$ cat src/rtl/scl_count_calc.sv
module scl_count_calc #(
  parameter int CLK_W      = 32,
  parameter int SPD_W      = 16,
  parameter int FLD_W      = 8,
  parameter int FS_RATE    = 400,
  parameter int HS_ABOVE   = 400,
  parameter int FAST_ABOVE = 100,
  parameter int OFS_LO     = 7,
  parameter int OFS_HI     = 5
) (
  input  logic               clk,
  input  logic               rst_n,
  input  logic               start,
  input  logic [CLK_W-1:0]   int_clk_khz,
  input  logic [CLK_W-1:0]   fn_clk_khz,
  input  logic [SPD_W-1:0]   speed_khz,
  output logic [2*FLD_W-1:0] low_word,
  output logic [2*FLD_W-1:0] high_word,
  output logic               range_err,
  output logic               done
);
  localparam int CNT_W = $clog2(CLK_W + 1);
  localparam int WW    = CLK_W + 2;
  localparam logic signed [WW-1:0] LO_W   = WW'(OFS_LO);
  localparam logic signed [WW-1:0] HI_W   = WW'(OFS_HI);
  localparam logic signed [WW-1:0] FMAX_W = WW'((1 << FLD_W) - 1);
  localparam logic [1:0] MD_STD = 2'd0, MD_FAST = 2'd1, MD_HS = 2'd2;

  typedef enum logic [2:0] {S_IDLE, S_LOAD, S_DIV, S_STORE, S_FIN} st_t;
  st_t st;

  logic [1:0]       op, mode_q, mode_in, last_op;
  logic [CLK_W-1:0] int_q, fclk_q;
  logic [SPD_W-1:0] spd_q;
  logic [CLK_W-1:0] rem, quo, dsr, op_dvd, op_dsr;
  logic [CNT_W-1:0] cnt;
  logic [CLK_W-1:0] res [4];

  assign mode_in = (speed_khz > SPD_W'(HS_ABOVE))   ? MD_HS :
                   (speed_khz > SPD_W'(FAST_ABOVE)) ? MD_FAST : MD_STD;
  assign last_op = (mode_q == MD_HS) ? 2'd3 : (mode_q == MD_FAST) ? 2'd1 : 2'd0;

  always_comb begin
    case (op)
      2'd0: op_dvd = int_q;
      2'd1: op_dvd = res[0];
      2'd2: op_dvd = fclk_q;
      default: op_dvd = res[2];
    endcase
    case (op)
      2'd0: op_dsr = (mode_q == MD_HS)  ? CLK_W'(FS_RATE) :
                     (mode_q == MD_STD) ? CLK_W'({spd_q, 1'b0}) : CLK_W'(spd_q);
      2'd2: op_dsr = CLK_W'(spd_q);
      default: op_dsr = CLK_W'(3);
    endcase
  end

  logic [CLK_W:0]   sh;
  logic [CLK_W+1:0] diff;
  logic             ge;
  assign sh   = {rem, quo[CLK_W-1]};
  assign diff = {1'b0, sh} - {2'b00, dsr};
  assign ge   = !diff[CLK_W+1];

  function automatic logic [FLD_W:0] sat_f(input logic signed [WW-1:0] v);
    if (v < 0)           return {1'b1, {FLD_W{1'b0}}};
    else if (v > FMAX_W) return {1'b1, {FLD_W{1'b1}}};
    else                 return {1'b0, v[FLD_W-1:0]};
  endfunction

  logic signed [WW-1:0] r0, r1, r2, r3;
  logic [FLD_W:0] fs_lo, fs_hi, hs_lo, hs_hi;
  assign r0 = $signed({2'b00, res[0]});
  assign r1 = $signed({2'b00, res[1]});
  assign r2 = $signed({2'b00, res[2]});
  assign r3 = $signed({2'b00, res[3]});
  assign fs_lo = (mode_q == MD_STD) ? sat_f(r0 - LO_W) : sat_f(r0 - r1 - LO_W);
  assign fs_hi = (mode_q == MD_STD) ? sat_f(r0 - HI_W) : sat_f(r1 - HI_W);
  assign hs_lo = (mode_q == MD_HS)  ? sat_f(r2 - r3 - LO_W) : '0;
  assign hs_hi = (mode_q == MD_HS)  ? sat_f(r3 - HI_W) : '0;

  always_ff @(posedge clk or negedge rst_n) begin
    if (!rst_n) begin
      st <= S_IDLE;
      op <= '0;
      mode_q <= MD_STD;
      int_q <= '0;
      fclk_q <= '0;
      spd_q <= '0;
      rem <= '0;
      quo <= '0;
      dsr <= '0;
      cnt <= '0;
      for (int i = 0; i < 4; i++) res[i] <= '0;
      low_word <= '0;
      high_word <= '0;
      range_err <= 1'b0;
      done <= 1'b0;
    end else begin
      done <= 1'b0;
      case (st)
        S_IDLE: if (start) begin
          int_q  <= int_clk_khz;
          fclk_q <= fn_clk_khz;
          spd_q  <= speed_khz;
          mode_q <= mode_in;
          op     <= '0;
          st     <= S_LOAD;
        end
        S_LOAD: begin
          rem <= '0;
          quo <= op_dvd;
          dsr <= op_dsr;
          cnt <= CNT_W'(CLK_W);
          st  <= S_DIV;
        end
        S_DIV: begin
          rem <= ge ? diff[CLK_W-1:0] : sh[CLK_W-1:0];
          quo <= {quo[CLK_W-2:0], ge};
          cnt <= cnt - 1'b1;
          if (cnt == CNT_W'(1)) st <= S_STORE;
        end
        S_STORE: begin
          res[op] <= quo;
          if (op == last_op) st <= S_FIN;
          else begin
            op <= op + 1'b1;
            st <= S_LOAD;
          end
        end
        S_FIN: begin
          low_word  <= {hs_lo[FLD_W-1:0], fs_lo[FLD_W-1:0]};
          high_word <= {hs_hi[FLD_W-1:0], fs_hi[FLD_W-1:0]};
          range_err <= fs_lo[FLD_W] | fs_hi[FLD_W] | hs_lo[FLD_W] | hs_hi[FLD_W];
          done      <= 1'b1;
          st        <= S_IDLE;
        end
        default: st <= S_IDLE;
      endcase
    end
  end

  assert_done_pulse_R8: assert property (@(posedge clk) disable iff (!rst_n)
    done |=> !done);

  assert_hold_R8: assert property (@(posedge clk) disable iff (!rst_n)
    !done |-> ($stable(low_word) && $stable(high_word) && $stable(range_err)));

  assert_upper_zero_R6: assert property (@(posedge clk) disable iff (!rst_n)
    (done && mode_q != MD_HS) |-> (low_word[2*FLD_W-1:FLD_W] == '0 && high_word[2*FLD_W-1:FLD_W] == '0));

  assert_clamp_R7: assert property (@(posedge clk) disable iff (!rst_n)
    (done && range_err) |->
      (low_word[FLD_W-1:0] == '0 || low_word[FLD_W-1:0] == '1 ||
       high_word[FLD_W-1:0] == '0 || high_word[FLD_W-1:0] == '1 ||
       low_word[2*FLD_W-1:FLD_W] == '0 || low_word[2*FLD_W-1:FLD_W] == '1 ||
       high_word[2*FLD_W-1:FLD_W] == '0 || high_word[2*FLD_W-1:FLD_W] == '1));

  assert_busy_start_R9: assert property (@(posedge clk) disable iff (!rst_n)
    (st != S_IDLE && start) |=> ($stable(spd_q) && $stable(int_q) && $stable(mode_q)));

  assert_rem_bound_R2: assert property (@(posedge clk) disable iff (!rst_n)
    (st == S_DIV && dsr != '0) |-> (rem < dsr));
endmodule

$ cat config.mk
export PLATFORM = sky130hd
export DESIGN_NAME = scl_count_calc
export DESIGN_NICKNAME = d
export VERILOG_FILES = /design/src/rtl/scl_count_calc.sv
export SDC_FILE = /design/constraint.sdc
export NUM_CORES = 1
export LEC_CHECK = 0
export BUFFER_PORTS_ARGS = -buffer_cell sky130_fd_sc_hd__buf_2
export CORE_ASPECT_RATIO = 0.75
export CORE_UTILIZATION = 57
export DETAILED_ROUTE_END_ITERATION = 8
export PLACE_DENSITY = 0.78
export REMOVE_ABC_BUFFERS = 1
export SLEW_MARGIN = 15
export SYNTH_ARGS = -nofsm -noshare
export SYNTH_HDL_FRONTEND = slang
export SYNTH_SLANG_ARGS = --single-unit
$ cat constraint.sdc
create_clock -name clk -period 4.3 [get_ports clk]
set_input_delay 0.215 -clock clk [delete_from_list [all_inputs] [get_ports clk]]
set_output_delay 0.215 -clock clk [all_outputs]
set_load 0.01 [all_outputs]
## Word-level counts from Yosys, hierarchy flattened

Cells that the tools add are included.

| word-level totals | value |
|---|---|
| register bits | 351 |
| bits of input ports | 83 |
| output and inout bits | 34 |
| logic and storage cells | 111 |

| operators by class | value |
|---|---|
| add/sub/neg operators | 11 |
| $lt $le $gt $ge | 16 |
| eq/ne operators | 13 |
| muxes and demuxes | 39 |
| bitwise logic cells | 4 |
| reduce and logical (&&, ||, !) cells | 10 |

Operators with widths:

| operator | count |
|---|---|
| 9-bit 2-to-1 mux | 16 |
| 33-bit by 9-bit greater-than comparator with 1-bit output (second input constant) | 4 |
| 33-bit by 1-bit less-than comparator with 1-bit output (second input constant) | 4 |
| 32-bit by 3-bit subtractor with 33-bit output (second input constant) | 4 |
| 128-bit bitwise mux | 1 |
| 32-bit one-hot mux with 2 select lines | 2 |
| 32-bit one-hot mux with 3 select lines | 1 |
| 34-bit by 9-bit greater-than comparator with 1-bit output (second input constant) | 2 |
| 34-bit by 1-bit less-than comparator with 1-bit output (second input constant) | 2 |
| 33-bit by 4-bit subtractor with 34-bit output (second input constant) | 2 |
| 32-bit by 32-bit subtractor with 33-bit output | 2 |
| 32-bit demux with 2-bit select | 1 |
| 32-bit 2-to-1 mux | 2 |
| 17-bit 2-to-1 mux | 2 |
| 17-bit one-hot mux with 2 select lines | 1 |
| 33-bit by 32-bit subtractor with 34-bit output | 1 |
| 16-bit by 7-bit greater-than comparator with 1-bit output (second input constant) | 1 |
| 16-bit by 9-bit greater-than comparator with 1-bit output (second input constant) | 1 |
| 3-bit one-hot mux with 4 select lines | 1 |
| 6-bit one-hot mux with 2 select lines | 1 |
| 3-bit 2-to-1 mux | 3 |
| 2-bit 2-to-1 mux | 4 |
| 3-bit by 2-bit equality test with 1-bit output (second input constant) | 2 |
| 6-bit by 1-bit equality test with 1-bit output (second input constant) | 1 |
| other kinds (21) | 32 |

## Longest topological paths before layout

Gate-level depths: netlist of the first run.

| logic depth | value |
|---|---|
| depth in word-level cells | 9 |
| depth in mapped cells | 17 |
| depth with buffers taken out | 16 |

## Least setup slack after synthesis of the first run

OpenSTA, ideal clock, no wires.

| timing | value |
|---|---|
| kind | reg2reg |
| start | reg res, in the netlist r0[0] |
| end | reg range_err |
| library setup time | 0.121 ns |
| arrival | 4.235 ns |
| data required time | 4.179 ns |
| setup slack | -0.056 ns |
| cell stages (with the launch flop) | 17 |
| buffers on the path | 1 |
| clock period less this slack | 4.356 ns |
| cells stage by stage | dfrtp_1 > clkbuf_1 > inv_1 > ha_1 > fa_1 > nand2b_1 > a21oi_1 > o31ai_1 > and3_1 > nor4_1 > nand4_1 > nor3b_2 > nand4_1 > a31o_1 > a2111o_1 > or3_1 > a22o_1 |

| on the way | value |
|---|---|
| longest elaborated chain between the ends | 9 |
| elaborated cells between the ends (all ways) | 21 |
| those cells by class | 4 x add/sub; 6 x order compare; 8 x mux; 3 x bitwise |

RTL lines:

| element | RTL line | source |
|---|---|---|
| start: declaration | 37 | `logic [CLK_W-1:0] res [4];` |
| start signal: indexed assignment | 124 | `res[op] <= quo;` |
| 32-bit by 32-bit subtractor with 33-bit output | 77 | `assign fs_lo = (mode_q == MD_STD) ? sat_f(r0 - LO_W) : sat_f(r0 - r1 - LO_W);` |
| 33-bit by 4-bit subtractor with 34-bit output | 77 |  |
| 34-bit by 9-bit greater-than comparator with 1-bit output | 67 | `else if (v > FMAX_W) return {1'b1, {FLD_W{1'b1}}};` |
| 9-bit 2-to-1 mux | 67 |  |
| 9-bit 2-to-1 mux | 66 | `if (v < 0) return {1'b1, {FLD_W{1'b0}}};` |
| 9-bit 2-to-1 mux | 77 |  |
| 1-bit OR (*) (3 in series) | 134 | `range_err <= fs_lo[FLD_W] \| fs_hi[FLD_W] \| hs_lo[FLD_W] \| hs_hi[FLD_W];` |
| end signal: assignment | 134 |  |
| end: declaration | 19 | `output logic range_err,` |

Every way passes the cells marked *; elsewhere a longest branch is shown, timed or not.
A chain may end at the register's enable or synchronous reset.

## Final worst setup path of the first run

| timing | value |
|---|---|
| start | reg res, in the netlist r1[11] |
| end | reg range_err |

The elaborated chain is that of the path after synthesis.

==> run metrics, run 1 <==
status completed; pre-CTS WS -0.204 ns; max layer used met4; Die ar. 39200 µm²; Pre-Repair DR Iteration Count 7; post-synthesis xor/xnor area fraction 0.0396; WL met3 6.84 mm; register area between 8000 and 9000 µm²; unrepaired setup endpoints after global routing true; CTS sink count ~340; DR WL/cell ~22 µm; period utilization 0.989; fill count 2786; R2R setup slack approximately 0.045 ns; vias 21000; Syn Area/Cell about 9 µm²; Die Y-Extent ~170 µm; initial drt markers 2648; Buf/Inv on CP 2; WS Path Type reg2reg; max-slew violation count 0; crit-path cells inv_2 > ha_4 > a21o_1 > a32o_2 > o41a_1 > o41ai_2 > nor4_2 > a2111oi_1 > nor3b_2 > buf_4 > nand4_1 > a31o_1 > a2111o_1 > or3_4 > a22o_1; Worst slew margin 0.333; Total GRT Usage 0.362; total wire length 71.9 mm; Clock Pin Slew Worst Setup and Hold Paths 0.07 ns; Hold Violations, Final 0; root buf cell clkbuf_16; gp weighted congestion about 1.0; Post-Route Skew 0.0337 ns; register area share after synthesis 0.384; Period minus WS final between 4 and 5 ns; Starting Density 0.584; Synthesis Warnings 0; DR DRC count 0; layout cell share with drive strength beyond 1 0.253; antenna cells 0; HPWL after DPL 51.8 mm; footprint of the multi-input gates 13000 µm²; crit path max fanout 5; max cap viols 0; Post-Synth Simple-Gate Area 0.155; Max Fclk about 240 MHz; cell count after synthesis 2380; synthesis-stage register bit count about 340; setup violators final 0; CTS H-Tree Depth 2; vias per inst 6.43; vias in the first global route 19700; core area 37500 µm²; Hold WC Path Type in2reg; mux contribution to synthesized area 0.110; Die W 228 µm; ANT nets after route 0; Max Buffers Root-to-Sink 3; number of CTS-inserted buffers 35; Final WS setup 0.0454 ns; initial antenna violation count 0; Rows roughly 60; io pins between 100 and 150; Layout Nets about 3000; crit path launch type flop; Worst path slowest cell o41a_1; CP max stage delay 0.49 ns; Synth Flop Type dfrtp_1; area grow syn2layout 22.6%; Post-synth ARST share 1.00; routed wl met2 ~30 mm; Crit path arrival time 4.69 ns; GRT overflow 0; main combinational cell family by area after synthesis compound AO/OA/AOI/OAI gates; Buffers on Ports ~120; compound-gate portion of the synthesized area 0.208; measured slew at the worst slew-check pin 0.998 ns; Post-Synth Adder-Cell Area 0.0610; post-synth cell types 81; CTS tree yes; largest net degree at the start of global routing 114; M1 WL 32.7 mm; global-route wire length before repair 111 mm; Synth Cell Area 21900 µm²; Worst Path Required ~4.7 ns; most common cell after layout, fill and taps aside dfrtp_1; crit-path leading delay family compound AO/OA/AOI/OAI gates; most frequent cells in the layout dfrtp_1, buf_4, mux2_2; EDFF count, synth 0; worst skew pair latency roughly 0.56 ns; Crit. End Element flop
## worst paths after layout
check                      startpoint      endpoint  depth (start not counted)
max in group asynchronous       rst_n  low_word[14]                          3
min                             start         st[0]                          6
max reg2reg                    r1[11]     range_err                         15
min reg2reg                    cnt[5]        cnt[5]                          1
max                            r1[11]     range_err                         15
min in group asynchronous       rst_n   low_word[1]                          2
## synth_stat cells, types with 35 or more instances
cell,count,area share
a21oi_1,186,0.043
a22oi_1,35,0.012
clkbuf_1,92,0.016
dfrtp_1,336,0.38
ha_1,102,0.058
inv_1,129,0.022
mux2_2,205,0.11
nand2_1,188,0.032
nand3_1,40,0.0091
nor2_1,177,0.030
nor3_1,62,0.014
o21ai_0,164,0.037
xnor2_1,66,0.026
## logic make-up (layout without fill, tap and decap cells)
logic type	count (synthesis)	count (layout)
buffers and inverters	244	617
and+or+nand+nor	693	693
DFF	336	336
muxes	214	214
AOI/OAI and AO/OA	689	689
adders and majority gates	105	105
xor gates and xnor gates	99	99
## per-layer routing
layer / track usage / vias to the layer above
li1: - / 9484
met3: 0.0693 / 106
met4: 0.0843 / 0
met5: 0 / -
met2: 0.542 / 1079
met1: 0.538 / 10300
## repair_timing
action | 4_1_cts | 5_1_grt
setup buffers | 3 | 11
endpoints found under the setup margin | 12 | 18
hold buffers | 81 | 0
pin swaps | 8 | 36
resized for setup | 14 | 77
endpoints found under the hold margin | 190 | 0
## sequential cells by signal, summed over array words and instances, names as in the netlist, 2 cells and up
register and count:
rem 32, r2 32, dsr 17, st 3
spd_q 16, high_word 16, r0 32, quo 32
low_word 16, int_q 32, fclk_q 32, r3 32
mode_q 2, op 2, cnt 6, r1 32
## tightest hold or removal path, delay by kind of cell
kind,cells,cell delay (ns)
and+or+nand+nor,3,0.35
AOI/OAI and AO/OA,2,0.14
buffers and inverters,1,0.08
## area by class of cell
class	instances	share of cell area
clock buffers	49	0.0380
multi-input cells	1800	0.484
flip-flops and latches	336	0.313
inverters	129	0.0181
repair buffers	427	0.118
well taps	504	0.0235
clock inverters	12	0.00499
## per-stage QoR
step	TNS, ns	instance area [µm²]	util	hold slack (ns)	cells
2_1_floorplan	-1.92	21400	-	-0.0806	2265
3_3_place_gp	-0.482	24400	0.650	0.336	3101
3_5_place_dp	-1.66	24400	0.650	0.355	3101
4_1_cts	0	26400	0.704	0.260	3246
5_1_grt	-0.213	26800	0.716	0.339	3257
6_report	0	26800	0.716	0.287	3257
Power of run 1 is not shown: default switching activity piles up to over one toggle a cycle in this logic, so the estimate is an artifact.
==> run 2: changes to the inputs <==
- ABC_AREA: default -> 1
==> run 2 against run 1 <==
The run now ends with DRC left; die area rose by 17%; fmax rose by 8.0%; highest routed layer is now met5; cell area rose by 8.1%; sequential share of layout area down 2.3 points; count of clock-buffer cells in the layout is 2 higher.
==> run metrics, run 2 <==
status finished, violations left; violated checks DRC; post-synth cell types 60 (-26%); vias in the first global route 24300 (+23%); HPWL after DPL 67.6 mm (+30%); Synth Flop Type dfrtp_1; number of CTS-inserted buffers 36 (+2.9%); crit path to range_err; Hold WS 0.0241 ns (-0.263 ns); synthesis-stage register bit count 336 (unchanged); vias per inst 5.76 (-10%); max cap viols 0 (unchanged); RR Endpoint range_err; initial antenna violation count 6 (+6); CTS H-Tree Depth 2 (unchanged); Crit path arrival time 4.38 ns (-0.31 ns); synth top area cells dfrtp_1, nand2_1, inv_1; area grow syn2layout 12.9%; register area 8410 µm² (unchanged); r2r worst-path depth 25 (+10); ANT nets after route 0 (unchanged); Die Y-Extent 186 µm (+8.2%); Period minus WS final 3.94 ns (-0.317 ns); Pre-Repair DR Iteration Count 8 (+1); largest net degree at the start of global routing 98 (-14%); initial drt markers 3550 (+34%); layout cell share with drive strength beyond 1 0.0850 (-0.168); Die ar. 45900 µm² (+17%); Syn Area/Cell 6.48 µm² (-29%); CTS sink count 336 (unchanged); most common cell in the synthesized netlist nand2_1; Worst Path Required 4.74 ns (about the same); fill count 3907 (+40%); WS Path Type reg2reg; Layout Nets 4329 (+48%); unrepaired setup endpoints after global routing false; EDFF count, synth 0 (unchanged); footprint of the multi-input gates 14800 µm² (+14%); io pins 117 (unchanged); core area 43800 µm² (+17%); Hold Violations, Final 0 (unchanged); Crit. End Element flop; measured slew at the worst slew-check pin 1.15 ns (+0.148 ns); vias 27300 (+30%); global-route wire length before repair 138 mm (+24%); Hold WC Path Type in2reg; GRT overflow 0 (unchanged); most common cell after layout, fill and taps aside nand2_1; Total GRT Usage 0.386 (+0.0242); worst skew pair latency 0.55 ns (about the same); CP max stage delay 0.48 ns (about the same); number of gates resized after cts 0 (-14); Rows 66 (+8.2%); post-synth top area share 0.327 (-0.0567); gp weighted congestion 1.03 (+2.7%); Worst path slowest cell dfrtp_1; Worst slew margin 0.234 (-0.0995); DR DRC count 4 (+4); FF-to-FF Start r2[0]; crit path max fanout 9 (+4); R2R setup slack 0.36 ns (+0.32 ns); Max Fclk 254 MHz (+8.0%); Buffers on Ports 116 (unchanged); Max Buffers Root-to-Sink 3 (unchanged); max-slew violation count 0 (unchanged); Finished Core Util 0.661 (-0.0547); Synthesis Warnings 0 (unchanged); DR WL/cell 18.5 µm (-16%); most frequent cells in the layout nand2_1, inv_1, nor2_1; total wire length 87.9 mm (+22%); Crit. Startpoint r2[0]; Critical Path Most Common Cell nand2_1; register area share after synthesis 0.327 (-0.0567); crit path launch type flop; root buf cell clkbuf_16; antenna cells 0 (unchanged); Synth Cell Area 25700 µm² (+17%); Synth area leader dfrtp_1; Starting Density 0.586 (+0.00151); Clock Pin Slew Worst Setup and Hold Paths 0.06 ns (about the same); period utilization 0.916 (-0.0736); CTS tree yes; cell count after synthesis 3960 (+66%); Die W 247 µm (+8.2%); Post-Route Skew 0.0236 ns (-0.0100 ns); top cell types by occurrence after synthesis nand2_1, inv_1, nor2_1, dfrtp_1, o21ai_0; setup violators final 0 (unchanged); Post-synth ARST share 1.00 (unchanged)
run 2: cell count changes after synthesis, sizes merged, moves of 28 or more:
| cell | previous run | this run |
|---|---|---|
| a222oi | 33 | 0 |
| inv | 129 | 550 |
| mux2 | 205 | 0 |
| nand2 | 188 | 1360 |
| nand3 | 40 | 236 |
| nand4 | 32 | 64 |
| nor2 | 177 | 410 |
| o21ai | 166 | 284 |
| o221ai | 5 | 33 |
| xnor2 | 66 | 17 |
| xor2 | 33 | 78 |
run 2: what timing repair did:
item,in CTS,in global routing
setup buffers,0,0
hold buffers,80,0
endpoints found under the hold margin,172,0
run 2: final cells by class:
type | count | area share
multi-input cells | 2973 | 0.512
inverters | 553 | 0.0716
repair buffers | 241 | 0.0605
clock inverters | 11 | 0.00509
flip-flops and latches | 336 | 0.290
well taps | 578 | 0.0249
clock buffers | 51 | 0.0358
run 2: worst min path at each step:
stage	startpoint	endpoint	slack [ns]	cells after the start
6_report	speed_khz[15]	spd_q[15]	0.02	3
5_1_grt	speed_khz[15]	spd_q[15]	0.04	3
4_1_cts	speed_khz[15]	spd_q[15]	0.004	3
3_5_place_dp	rst_n	dsr[10]	0.29	1
3_3_place_gp	rst_n	dsr[10]	0.30	1
2_1_floorplan	rst_n	cnt[0]	-0.08	0
run 2: cell families (layout without fill, tap and decap cells):
logic type,count (synthesis),after routing,synth area share
buffers and inverters,651,856,0.0957
and+or+nand+nor,2171,2171,0.358
DFF,336,336,0.327
xor gates and xnor gates,95,95,0.0327
adders and majority gates,105,105,0.0520
AOI/OAI and AO/OA,602,602,0.135
run 2: layer usage:
| metal | global-route usage | vias up | wire length [µm] |
|---|---|---|---|
| met1 | 0.578 | 12600 | 39400 |
| li1 | - | 13100 | - |
| met4 | 0.0790 | 6 | 1780 |
| met2 | 0.548 | 1494 | 35000 |
| met3 | 0.109 | 148 | 11700 |
| met5 | 0 | - | 38 |
run 2: worst max-delay path: cells and delay by family (launching register included):
family / cells / cell delay (ns)
flip-flops: 1 / 0.48
buffers and inverters: 2 / 0.16
adder cells (fa/ha/maj): 2 / 0.63
AND/OR/NAND/NOR: 21 / 2.55
run 2: through the flow:
step	cell area, µm²	instances	setup TNS, ns	setup WS [ns]
2_1_floorplan	25300	3862	-6.65	-0.244
3_3_place_gp	27000	4601	0	0.540
3_5_place_dp	27000	4601	0	0.485
4_1_cts	29000	4743	0	0.485
5_1_grt	29000	4743	0	0.0348
6_report	29000	4743	0	0.362
Power of run 2 is left out for the same reason.
